`config.mk`:
```
export PLATFORM = sky130hd
export DESIGN_NAME = acc_chk_top
export DESIGN_NICKNAME = d
export VERILOG_FILES = /design/src/rtl/acc_chk_pkg.sv /design/src/rtl/acc_decode.sv /design/src/rtl/fault_log.sv /design/src/rtl/acc_chk_top.sv
export SDC_FILE = /design/constraint.sdc
export NUM_CORES = 1
export LEC_CHECK = 0
export ABC_AREA = 1
export BUFFER_PORTS_ARGS = -buffer_cell sky130_fd_sc_hd__buf_2
export CORE_UTILIZATION = 40
export DETAILED_ROUTE_END_ITERATION = 10
export PLACE_DENSITY = 0.73
export SLEW_MARGIN = 20
export SYNTH_ARGS = -nofsm -noshare
export SYNTH_HDL_FRONTEND = slang
export SYNTH_HIERARCHICAL = 1
export SYNTH_SLANG_ARGS = --single-unit
```
`constraint.sdc`:
```
create_clock -name clk -period 1.2 [get_ports clk]
set_input_delay 0.24 -clock clk [delete_from_list [all_inputs] [get_ports clk]]
set_output_delay 0.24 -clock clk [all_outputs]
set_load 0.05 [all_outputs]
```
`src/rtl/acc_chk_pkg.sv`:
```
package acc_chk_pkg;
    localparam int IDX_W  = 3;
    localparam int CODE_W = 4;
    localparam int STAT_W = IDX_W + 5;

    localparam logic [CODE_W-1:0] FC_NONE = 4'd0;
    localparam logic [CODE_W-1:0] FC_PROT = 4'd8;
    localparam logic [CODE_W-1:0] FC_PRIV = 4'd12;

    typedef struct packed {
        logic r;
        logic w;
        logic x;
    } perm_t;

    typedef enum logic {
        ST_EMPTY,
        ST_HELD
    } log_state_t;
endpackage

```
`src/rtl/acc_decode.sv`:
```
module acc_decode
    import acc_chk_pkg::*;
(
    input  logic                acc_write,
    input  logic                acc_fetch,
    input  logic                acc_super,
    input  logic [2:0]          perm_code,
    output logic [IDX_W-1:0]    acc_index,
    output logic [CODE_W-1:0]   check_code,
    output perm_t               grant
);
    perm_t need;
    logic  missing;
    logic  priv_bad;

    // access index layout
    assign acc_index = {acc_write, acc_fetch, acc_super};

    // rights per code and privilege
    always_comb begin
        unique case (perm_code)
            3'd0: grant = '{r: 1'b1, w: 1'b0, x: 1'b0};
            3'd1: grant = '{r: 1'b1, w: 1'b1, x: 1'b0};
            3'd2: grant = '{r: 1'b1, w: 1'b0, x: 1'b1};
            3'd3: grant = '{r: 1'b1, w: 1'b1, x: 1'b1};
            3'd4: grant = '{r: 1'b0, w: 1'b0, x: 1'b1};
            3'd5: grant = '{r: 1'b1, w: acc_super, x: 1'b0};
            3'd6: grant = '{r: acc_super, w: 1'b0, x: acc_super};
            default: grant = '{r: acc_super, w: acc_super, x: acc_super};
        endcase
    end

    always_comb begin
        need.r   = !acc_write && !acc_fetch;
        need.w   = acc_write;
        need.x   = acc_fetch;
        missing  = (need.r && !grant.r) || (need.w && !grant.w) || (need.x && !grant.x);
        priv_bad = !acc_super && perm_code[2] && perm_code[1];
        if (priv_bad)      check_code = FC_PRIV;
        else if (missing)  check_code = FC_PROT;
        else               check_code = FC_NONE;
    end

    always_comb begin
        if (check_code == FC_PRIV) begin
            AST_PRIV_ONLY_USER: assert (!acc_super);
        end
        if (check_code == FC_NONE && !acc_write && !acc_fetch) begin
            AST_LOAD_HAS_READ: assert (grant.r);
        end
    end
endmodule

```
`src/rtl/fault_log.sv`:
```
module fault_log
    import acc_chk_pkg::*;
#(
    parameter int ADDR_W    = 32,
    parameter int PAGE_BITS = 12
) (
    input  logic                clk,
    input  logic                rst_n,
    input  logic                fault_take,
    input  logic [IDX_W-1:0]    acc_index,
    input  logic [CODE_W-1:0]   code,
    input  logic [ADDR_W-1:0]   vaddr,
    input  logic                stat_rd,
    output logic [STAT_W-1:0]   stat_q,
    output logic [ADDR_W-1:0]   addr_q
);
    localparam logic [ADDR_W-1:0] PAGE_MASK = {ADDR_W{1'b1}} << PAGE_BITS;

    log_state_t          state_q, state_d;
    logic [STAT_W-1:0]   stat_d;
    logic [ADDR_W-1:0]   addr_d;
    logic [STAT_W-1:0]   record;

    assign record = {acc_index, 5'b0} | STAT_W'(code) | STAT_W'(2);

    always_ff @(posedge clk or negedge rst_n) begin
        if (!rst_n) begin
            state_q <= ST_EMPTY;
            stat_q  <= '0;
            addr_q  <= '0;
        end else begin
            state_q <= state_d;
            stat_q  <= stat_d;
            addr_q  <= addr_d;
        end
    end

    always_comb begin
        state_d = state_q;
        stat_d  = stat_q;
        addr_d  = addr_q;
        unique case (state_q)
            ST_EMPTY: begin
                if (fault_take) begin           // record
                    state_d = ST_HELD;
                    stat_d  = record;
                    addr_d  = vaddr & PAGE_MASK;
                end
            end
            ST_HELD: begin
                if (fault_take && !stat_rd) begin       // stack
                    stat_d = record | STAT_W'(1);
                    addr_d = vaddr & PAGE_MASK;
                end else if (fault_take) begin          // replace
                    stat_d = record;
                    addr_d = vaddr & PAGE_MASK;
                end else if (stat_rd) begin             // drain
                    state_d = ST_EMPTY;
                    stat_d  = '0;
                end
            end
            default: state_d = ST_EMPTY;
        endcase
    end

    AST_CLEAR_ON_READ: assert property (@(posedge clk) disable iff (!rst_n)
        stat_rd && !fault_take |=> stat_q == '0);
    AST_VALID_BIT: assert property (@(posedge clk) disable iff (!rst_n)
        fault_take |=> stat_q[1]);
    AST_OVERFLOW: assert property (@(posedge clk) disable iff (!rst_n)
        fault_take && stat_q != '0 && !stat_rd |=> stat_q[0]);
    AST_NO_OVERFLOW: assert property (@(posedge clk) disable iff (!rst_n)
        fault_take && stat_rd |=> !stat_q[0]);
    AST_ADDR_ALIGNED: assert property (@(posedge clk) disable iff (!rst_n)
        fault_take |=> addr_q[PAGE_BITS-1:0] == '0);
    AST_HOLD_IDLE: assert property (@(posedge clk) disable iff (!rst_n)
        !fault_take && !stat_rd |=> $stable(stat_q) && $stable(addr_q));
endmodule

```
`src/rtl/acc_chk_top.sv`:
```
module acc_chk_top
    import acc_chk_pkg::*;
#(
    parameter int ADDR_W    = 32,
    parameter int PAGE_BITS = 12
) (
    input  logic              clk,
    input  logic              rst_n,
    input  logic              chk_valid,
    input  logic              acc_write,
    input  logic              acc_fetch,
    input  logic              acc_super,
    input  logic [2:0]        perm_code,
    input  logic              modified,
    input  logic              nofault_en,
    input  logic [ADDR_W-1:0] vaddr,
    input  logic              stat_rd,
    output logic [3:0]        fault_code,
    output logic              perm_r,
    output logic              perm_w,
    output logic              perm_x,
    output logic [7:0]        stat_q,
    output logic [ADDR_W-1:0] addr_q
);
    logic [IDX_W-1:0]  acc_index;
    logic [CODE_W-1:0] check_code;
    perm_t             grant;
    logic              suppress;
    logic              fault_take;

    acc_decode u_dec (
        .acc_write  (acc_write),
        .acc_fetch  (acc_fetch),
        .acc_super  (acc_super),
        .perm_code  (perm_code),
        .acc_index  (acc_index),
        .check_code (check_code),
        .grant      (grant)
    );

    // no-fault mode applies to user accesses only
    assign suppress   = nofault_en && !acc_super;
    assign fault_take = chk_valid && (check_code != FC_NONE) && !suppress;
    assign fault_code = fault_take ? check_code : FC_NONE;

    // withhold write until dirty
    assign perm_r = grant.r;
    assign perm_w = grant.w && modified;
    assign perm_x = grant.x;

    fault_log #(.ADDR_W(ADDR_W), .PAGE_BITS(PAGE_BITS)) u_log (
        .clk        (clk),
        .rst_n      (rst_n),
        .fault_take (fault_take),
        .acc_index  (acc_index),
        .code       (check_code),
        .vaddr      (vaddr),
        .stat_rd    (stat_rd),
        .stat_q     (stat_q),
        .addr_q     (addr_q)
    );

    AST_WRITE_NEEDS_DIRTY: assert property (@(posedge clk) disable iff (!rst_n)
        perm_w |-> modified);
    AST_NOFAULT_USER: assert property (@(posedge clk) disable iff (!rst_n)
        chk_valid && nofault_en && !acc_super && !stat_rd |=> $stable(stat_q));
endmodule

```
==> impl_metrics.tcl, run 1 <==
set metrics [dict create \
    reg2reg_from "u_log/state_q$_DFF_PN0_" \
    critPathLaunchType "primary input" \
    hpwl_um 2580 \
    drv_cap 0 \
    worstMarginPinSlew_ps 882 \
    grtUsageTotal 0.186 \
    worstPathArrival_ps 1120 \
    path_class "primary input to output pin" \
    areaGrowthSynthToFinish_pct 50.7 \
    finalSetupViolations 36 \
    gp_congestion 0.714 \
    regArea_um2 1000 \
    cts.sinks 40 \
    wl_per_cell_um 11.1 \
    h-tree-depth 2 \
    setup_tns_ps -2890 \
    fin_crit_ps 1360 \
    antenna_found_initial 0 \
    grt_pass1_vias 1447 \
    first_iter_violations 88 \
    status "finished with violations" \
    worstPathRequired_ps 960 \
    ys_warn_count 6 \
    powerDensity_nw_per_um2 1470 \
    fin_crit_sh 1.13 \
    ys_ff_latch 40 \
    power_mw 3.74 \
    drt-total-wl_um 3810 \
    relSlewSlack 0.410 \
    vias 1509 \
    dp_cells 328 \
    crit_path_end_kind "output pin" \
    hold_ws_ps 138 \
    violations "setup timing" \
    fin_area_um2 2540 \
    portBuffers 75 \
    cts_made_buffers 5 \
    clk_path_buf_depth 2 \
    clock.fmax_ghz 0.737 \
    ir_drop_v 0.000507 \
    syn_area_per_cell_um2 8.35 \
    place_area_um2 2220 \
    grt_pass1_wl_um 6270 \
    floorplan.core_area_um2 4030 \
    place_ws_ps -368 \
    synth_top_area_cell "dfrtp_1" \
    nNetsFinal 336 \
    final_core_util 0.631 \
    boundaryPins 91 \
    yosysSeqAreaShare 0.593 \
    fin_skew_ps 3.83 \
    via_per_inst 4.40 \
    grt.overflow.total 0 \
    tritoncts "done" \
    initial_core_util 0.419 \
    drive_above_1_share 0.444 \
    synth_cell_types 13 \
    n_antenna_cell 0 \
    path_clk_slew_ps 70 \
    root_buffer "clkbuf_8" \
    min_from "vaddr[19]" \
    mostFrequentLayoutCells "83 x nand2_1, 67 x buf_2, 40 x dfrtp_1" \
    crit_start "acc_super" \
    cp_max_fo 4 \
    hold_class "primary input to flop" \
    hold_violations 0 \
    rsz0062_at_grt "yes" \
    die_area_um2 4480 \
    synth_top_area_frac 0.593 \
    die_w_um 66.9 \
    final_cells 343 \
    synth_area_leaders "dfrtp_1 59%, nand2_1 19%, inv_1 5.6%" \
    multi_input_area_um2 591 \
    grt_max_degree 41 \
    layout_setup_ws_ps -157 \
    synthesis.area_um2 1690 \
    dieHeight_um 66.9 \
    final-max-slew-violation-count 0 \
    p_leak_nw 1.46 \
    drc 0 \
    nFillCells 357 \
    dr.pass1.iters 4 \
    syn_inst 202 \
    clk_latency_ps 290 \
    ant_nets 0 \
    num_rows 23 \
    mostFrequentLayoutCell "nand2_1" \
]
==> worst paths after layout <==
check / endpoint / slack [ps] / cells past startpoint
max: fault_code[2] / -160 / 11
min: flop / 140 / 3
max reg2reg: u_log/stat_q[7]$_DFFE_PN0P_ / 380 / 3
min reg2reg: flop / 470 / 2
max in group asynchronous: asynchronous set/reset pin / 550 / 3
min in group asynchronous: asynchronous set/reset pin / 450 / 3
==> power by group <==
part	internal (mW)	switching (mW)	total, mW
clock	0.617	0.442	1.06
sequential	1.48	0.0659	1.54
combinational	0.333	0.809	1.14
total	2.43	1.32	3.74
==> cells by family after synthesis <==
family,after synthesis,share of synthesized area
other,2,0.00445
buffers and inverters,39,0.119
AND/OR/NAND/NOR,120,0.278
flip-flops,40,0.593
AO/OA/AOI/OAI,1,0.00519
==> Yosys cell counts <==
master,instances
nand4_1,1
nand2_1,87
inv_2,1
buf_4,10
dfrtp_1,40
nand2_2,2
a21oi_2,1
buf_2,1
buf_6,2
inv_1,25
nor2_1,21
conb_1,2
nand3_1,9
==> repair_timing <==
item | CTS | global route
cloned | 1 | 0
endpoints found under the hold margin | 40 | 0
gates resized for setup | 24 | 18
hold buffers | 1 | 0
pin swaps | 10 | 5
endpoints found under the setup margin | 31 | 44
setup buffers | 4 | 1
==> metal layers <==
metal  part of all wire  track usage  vias up
met5                  0            0        -
met4              0.014       0.0638        0
met3              0.061       0.0565        5
met2               0.50        0.319       53
met1               0.43        0.217      690
li1                   -            -      761
==> layout make-up <==
class,count,area share
repair buffers,95,0.262
well taps,50,0.0246
multi-input cells,124,0.232
inverters,26,0.0453
flip-flops and latches,40,0.394
clock buffers,6,0.0285
clock inverters,2,0.0138
==> worst max-delay path, cell delays in order <==
cell and delay [ps]:
buf_12 110, inv_12 50, nand2_8 50, nand2_4 60, nand3_2 70, nand3_2 60
nor2_1 40, nand2_1 90, nand2_4 80, nor2_4 110, buf_8 150
Note: power is estimated with default switching activity, not from simulation.
==> run 2, diff against run 1 <==
- PLACE_DENSITY: 0.73 -> 0.79
==> impl_metrics.tcl, run 2 (synthesis results as in run 1) <==
set metrics [dict create \
    dr.pass1.iters 5 \
    antenna_found_initial 0 \
    worstPathRequired_ps 1380 \
    crit_slowest_cell "clkbuf_16" \
    floorplan.core_area_um2 4030 \
    ir_drop_v 0.000666 \
    final_core_util 0.736 \
    power_mw 3.99 \
    r2r_cells 3 \
    multi_input_area_um2 803 \
    tritoncts "done" \
    crit_start "perm_code[1]" \
    cp_cell_sequence "buf_6, inv_2, nand2_1, nand4_1, nand3_2, nor2_2, nand2_2, nand2_4, buf_6, clkinv_8, buf_12, clkbuf_16, nand2_4, nand2_2" \
    p_leak_nw 1.59 \
    reg2reg_from "u_log/state_q$_DFF_PN0_" \
    first_iter_violations 85 \
    status "finished with violations" \
    finalSetupViolations 41 \
    grt_pass1_wl_um 5680 \
    grtUsageTotal 0.170 \
    relSlewSlack 0.401 \
    boundaryPins 91 \
    grt.overflow.total 0 \
    crit_path_max_incr_delay_ps 160 \
    wl_per_cell_um 12.8 \
    worstPathArrival_ps 1540 \
    r2r_end "u_log/stat_q[1]$_DFFE_PN0P_" \
    mostFrequentLayoutCells "57 x buf_2, 45 x nand2_1, 40 x dfrtp_1" \
    cts.sinks 40 \
    hpwl_um 2540 \
    critPathLaunchType "primary input" \
    final-max-slew-violation-count 0 \
    h-tree-depth 2 \
    portBuffers 75 \
    violations "setup timing" \
    fin_crit_ps 1360 \
    drt-total-wl_um 4440 \
    grt_max_degree 41 \
    fin_crit_sh 1.13 \
    cp_max_fo 6 \
    final_cells 348 \
    via_per_inst 4.52 \
    clk_path_buf_depth 2 \
    gp_congestion 0.689 \
    clock.fmax_ghz 0.735 \
    clk_latency_ps 290 \
    nFillCells 265 \
    hold_class "primary input to flop" \
    powerDensity_nw_per_um2 1340 \
    path_clk_slew_ps 80 \
    die_w_um 66.9 \
    n_antenna_cell 0 \
    areaGrowthSynthToFinish_pct 75.9 \
    fin_skew_ps 5.76 \
    ant_nets 0 \
    dp_cells 327 \
    drv_cap 0 \
    mostFrequentLayoutCell "buf_2" \
    drive_above_1_share 0.597 \
    path_class "primary input to flop" \
    root_buffer "clkbuf_8" \
    r2r_slack_ps 290 \
    worstMarginPinSlew_ps 896 \
    nNetsFinal 341 \
    regArea_um2 1000 \
    crit_path_end_kind "flop" \
    num_rows 23 \
    hold_violations 0 \
    die_area_um2 4480 \
    hold_ws_ps 152 \
    layout_setup_ws_ps -161 \
    grt_pass1_vias 1344 \
    vias 1574 \
    dieHeight_um 66.9 \
    drc 0 \
    cts_made_buffers 5 \
    initial_core_util 0.419 \
    rsz0062_at_grt "yes" \
]
==> run 2: cell count changes in the layout (fill, tap and decap cells not counted), moves of 5 or more <==
| cell | delta |
|---|---|
| clkbuf_4 | +8 |
| nor2_4 | +10 |
| nand2_1 | -38 |
| nand2_2 | +29 |
| clkbuf_16 | +5 |
| nor2_2 | -9 |
| buf_2 | -10 |
| nand2_4 | +9 |
==> run 2: where the power goes <==
group,leakage [nW],switching [mW],internal (mW)
registers,0.513,0.0859,1.48
clock network,0.0552,0.435,0.617
logic,1.02,0.908,0.466
==> run 2: timing repair <==
item / CTS / global route
resized for setup: 24 / 113
pin swaps: 11 / 33
hold buffers: 1 / 0
hold endpoints to repair: 40 / 0
setup endpoints to repair: 31 / 47
gates cloned: 2 / 6
setup buffers: 3 / 4
==> run 2: worst min-delay path by stage <==
| stage | start | endpoint | cells past startpoint |
|---|---|---|---|
| final | vaddr[29] | flop | 3 |
| after global routing | vaddr[29] | flop | 3 |
| after CTS | vaddr[20] | flop | 3 |
| after detailed placement | rst_n | asynchronous set/reset pin | 2 |
| after global placement | rst_n | asynchronous set/reset pin | 2 |
| after floorplan | rst_n | asynchronous set/reset pin | 0 |
==> run 2: through the flow <==
step                worst slack (ps)  instance area (um^2)  setup TNS, ps
global route                    -249                  2970          -7290
CTS                             -188                  2480          -4430
finish                          -161                  2970          -3730
detailed placement              -369                  2230         -13220
floorplan                      -95.4                  1760          -2920
global placement                -336                  2230         -11430
==> run 2: cell type report <==
| cell class | count | area share |
|---|---|---|
| Clock buffer | 6 | 0.0245 |
| Clock inverter | 2 | 0.0118 |
| Inverter | 26 | 0.0456 |
| Multi-Input combinational cell | 124 | 0.271 |
| Sequential cell | 40 | 0.337 |
| Tap cell | 50 | 0.0211 |
| Timing Repair Buffer | 100 | 0.289 |
==> run 2: worst max-delay path, delay by kind of cell <==
kind | cells | cell delay [ps]
buffers and inverters | 6 | 670
and+or+nand+nor | 8 | 620
==> run 2: layer usage <==
metal	global-route usage	vias up	part of all wire
met5	0	-	0
met4	0.0638	0	0.015
met3	0.0411	5	0.050
met2	0.292	57	0.53
met1	0.205	738	0.41
li1	-	774	-
==> run 3, diff against run 2 <==
- SKIP_LAST_GASP: unset -> 1
==> impl_metrics.tcl, run 3 (synthesis results as in run 1) <==
set metrics [dict create \
    worstPathArrival_ps 1540 \
    dr.pass1.iters 4 \
    hpwl_um 2540 \
    tritoncts "done" \
    gr-usage-met1 0.205 \
    clock.fmax_ghz 0.734 \
    first_iter_violations 74 \
    ant_nets 0 \
    via_per_inst 4.49 \
    floorplan.core_area_um2 4030 \
    areaGrowthSynthToFinish_pct 74.3 \
    hold_class "primary input to flop" \
    path_clk_slew_ps 80 \
    portBuffers 75 \
    n_antenna_cell 0 \
    use_met2 0.292 \
    place_area_um2 2230 \
    worstMarginPinSlew_ps 896 \
    grt.overflow.total 0 \
    worstPathRequired_ps 1380 \
    antenna_found_initial 0 \
    critPathLaunchType "primary input" \
    mostFrequentLayoutCell "buf_2" \
    grt_pass1_vias 1344 \
    status "finished with violations" \
    nNetsFinal 341 \
    finalSetupViolations 41 \
    mostFrequentLayoutCells "64 x buf_2, 47 x nand2_1, 40 x dfrtp_1" \
    met3_usage 0.0411 \
    clk_path_buf_depth 2 \
    path_class "primary input to flop" \
    gp_congestion 0.689 \
    busiest_layer "met2" \
    fin_crit_sh 1.14 \
    p_leak_nw 1.59 \
    die_area_um2 4480 \
    crit_path_end_kind "flop" \
    setup_tns_ps -3820 \
    drc 0 \
    fin_area_um2 2940 \
    ir_drop_v 0.000678 \
    violations "setup timing" \
    fin_skew_ps 6.79 \
    dieHeight_um 66.9 \
    fin_crit_ps 1360 \
    cp_max_fo 6 \
    rsz0062_at_grt "yes" \
    drive_above_1_share 0.587 \
    boundaryPins 91 \
    h-tree-depth 2 \
    powerDensity_nw_per_um2 1350 \
    hold_violations 0 \
    relSlewSlack 0.401 \
    grt_max_degree 41 \
    drt-total-wl_um 4390 \
    grt_pass1_wl_um 5680 \
    cts.sinks 40 \
    wl_per_cell_um 12.6 \
    grtUsageTotal 0.170 \
    vias 1564 \
    die_w_um 66.9 \
    root_buffer "clkbuf_8" \
    clk_latency_ps 290 \
    layout_setup_ws_ps -163 \
    r2r_slack_ps 310 \
    initial_core_util 0.419 \
    final-max-slew-violation-count 0 \
    cts_made_buffers 5 \
    drv_cap 0 \
    num_rows 23 \
]
## run 3: changes by cell type in the layout (fill, tap and decap cells not counted)
| cell | before | now |
|---|---|---|
| nand2_2 | 31 | 29 |
| clkbuf_4 | 9 | 4 |
| buf_2 | 57 | 64 |
| buf_4 | 10 | 8 |
| nand2_1 | 45 | 47 |
| nand3_2 | 6 | 5 |
| nand3_1 | 3 | 4 |
## run 3: worst paths after layout
kind	endpoint	cells after the start	from
worst max-delay path	flop	14	perm_code[1]
worst min-delay path	flop	3	vaddr[29]
worst max register to register	u_log/stat_q[1]$_DFFE_PN0P_	3	u_log/state_q$_DFF_PN0_
worst min register to register	flop	2	flop
max in group asynchronous	asynchronous set/reset pin	3	rst_n
min in group asynchronous	u_log/addr_q[3]$_DFF_PN0_	3	rst_n
## run 3: what timing repair did
item                                    4_1_cts  5_1_grt
hold endpoints to repair                     40        0
hold buffers                                  1        0
setup buffers                                 3        4
pin swaps                                    11       32
gates resized for setup                      24      101
cloned                                        2        6
endpoints found under the setup margin       31       47
## run 3: cell type report
type                       instances  area, um^2
sequential                        40        1000
clock buffer                       6        72.6
clock inverter                     2        35.0
fill                             273        1090
multi-input combinational        124         793
timing repair buffer             100         840
inverter                          26         135
tap                               50        62.6
## run 3: where the power goes
part | switching [mW] | internal, mW | total [mW]
combinational | 0.903 | 0.448 | 1.35
sequential | 0.0825 | 1.48 | 1.56
clock | 0.433 | 0.617 | 1.05
total | 1.42 | 2.54 | 3.96
## run 3: through the flow
step           setup slack [ps]   util  std cells  power, mW  hold WS [ps]
2_1_floorplan             -95.4      -        203       2.32         -55.6
3_3_place_gp               -336  0.553        327       2.61           223
3_5_place_dp               -369  0.553        327       2.62           226
4_1_cts                    -188  0.616        341       3.75           137
5_1_grt                    -245  0.730        348       4.13           144
6_report                   -163  0.730        348       3.96           150
## run 3: critical path, cell delays in order
cell	delay [ps]
buf_6	110
inv_2	50
nand2_1	60
nand4_1	90
nand3_2	90
nor2_2	120
nand2_2	80
nand2_4	100
buf_6	130
clkinv_8	80
buf_12	140
clkbuf_16	160
nand2_4	60
nand2_2	40
## run 3: layer usage
layer,up-vias,wire [um]
met5,-,0
met4,0,65
met3,5,204
met2,59,2300
met1,728,1820
li1,772,-
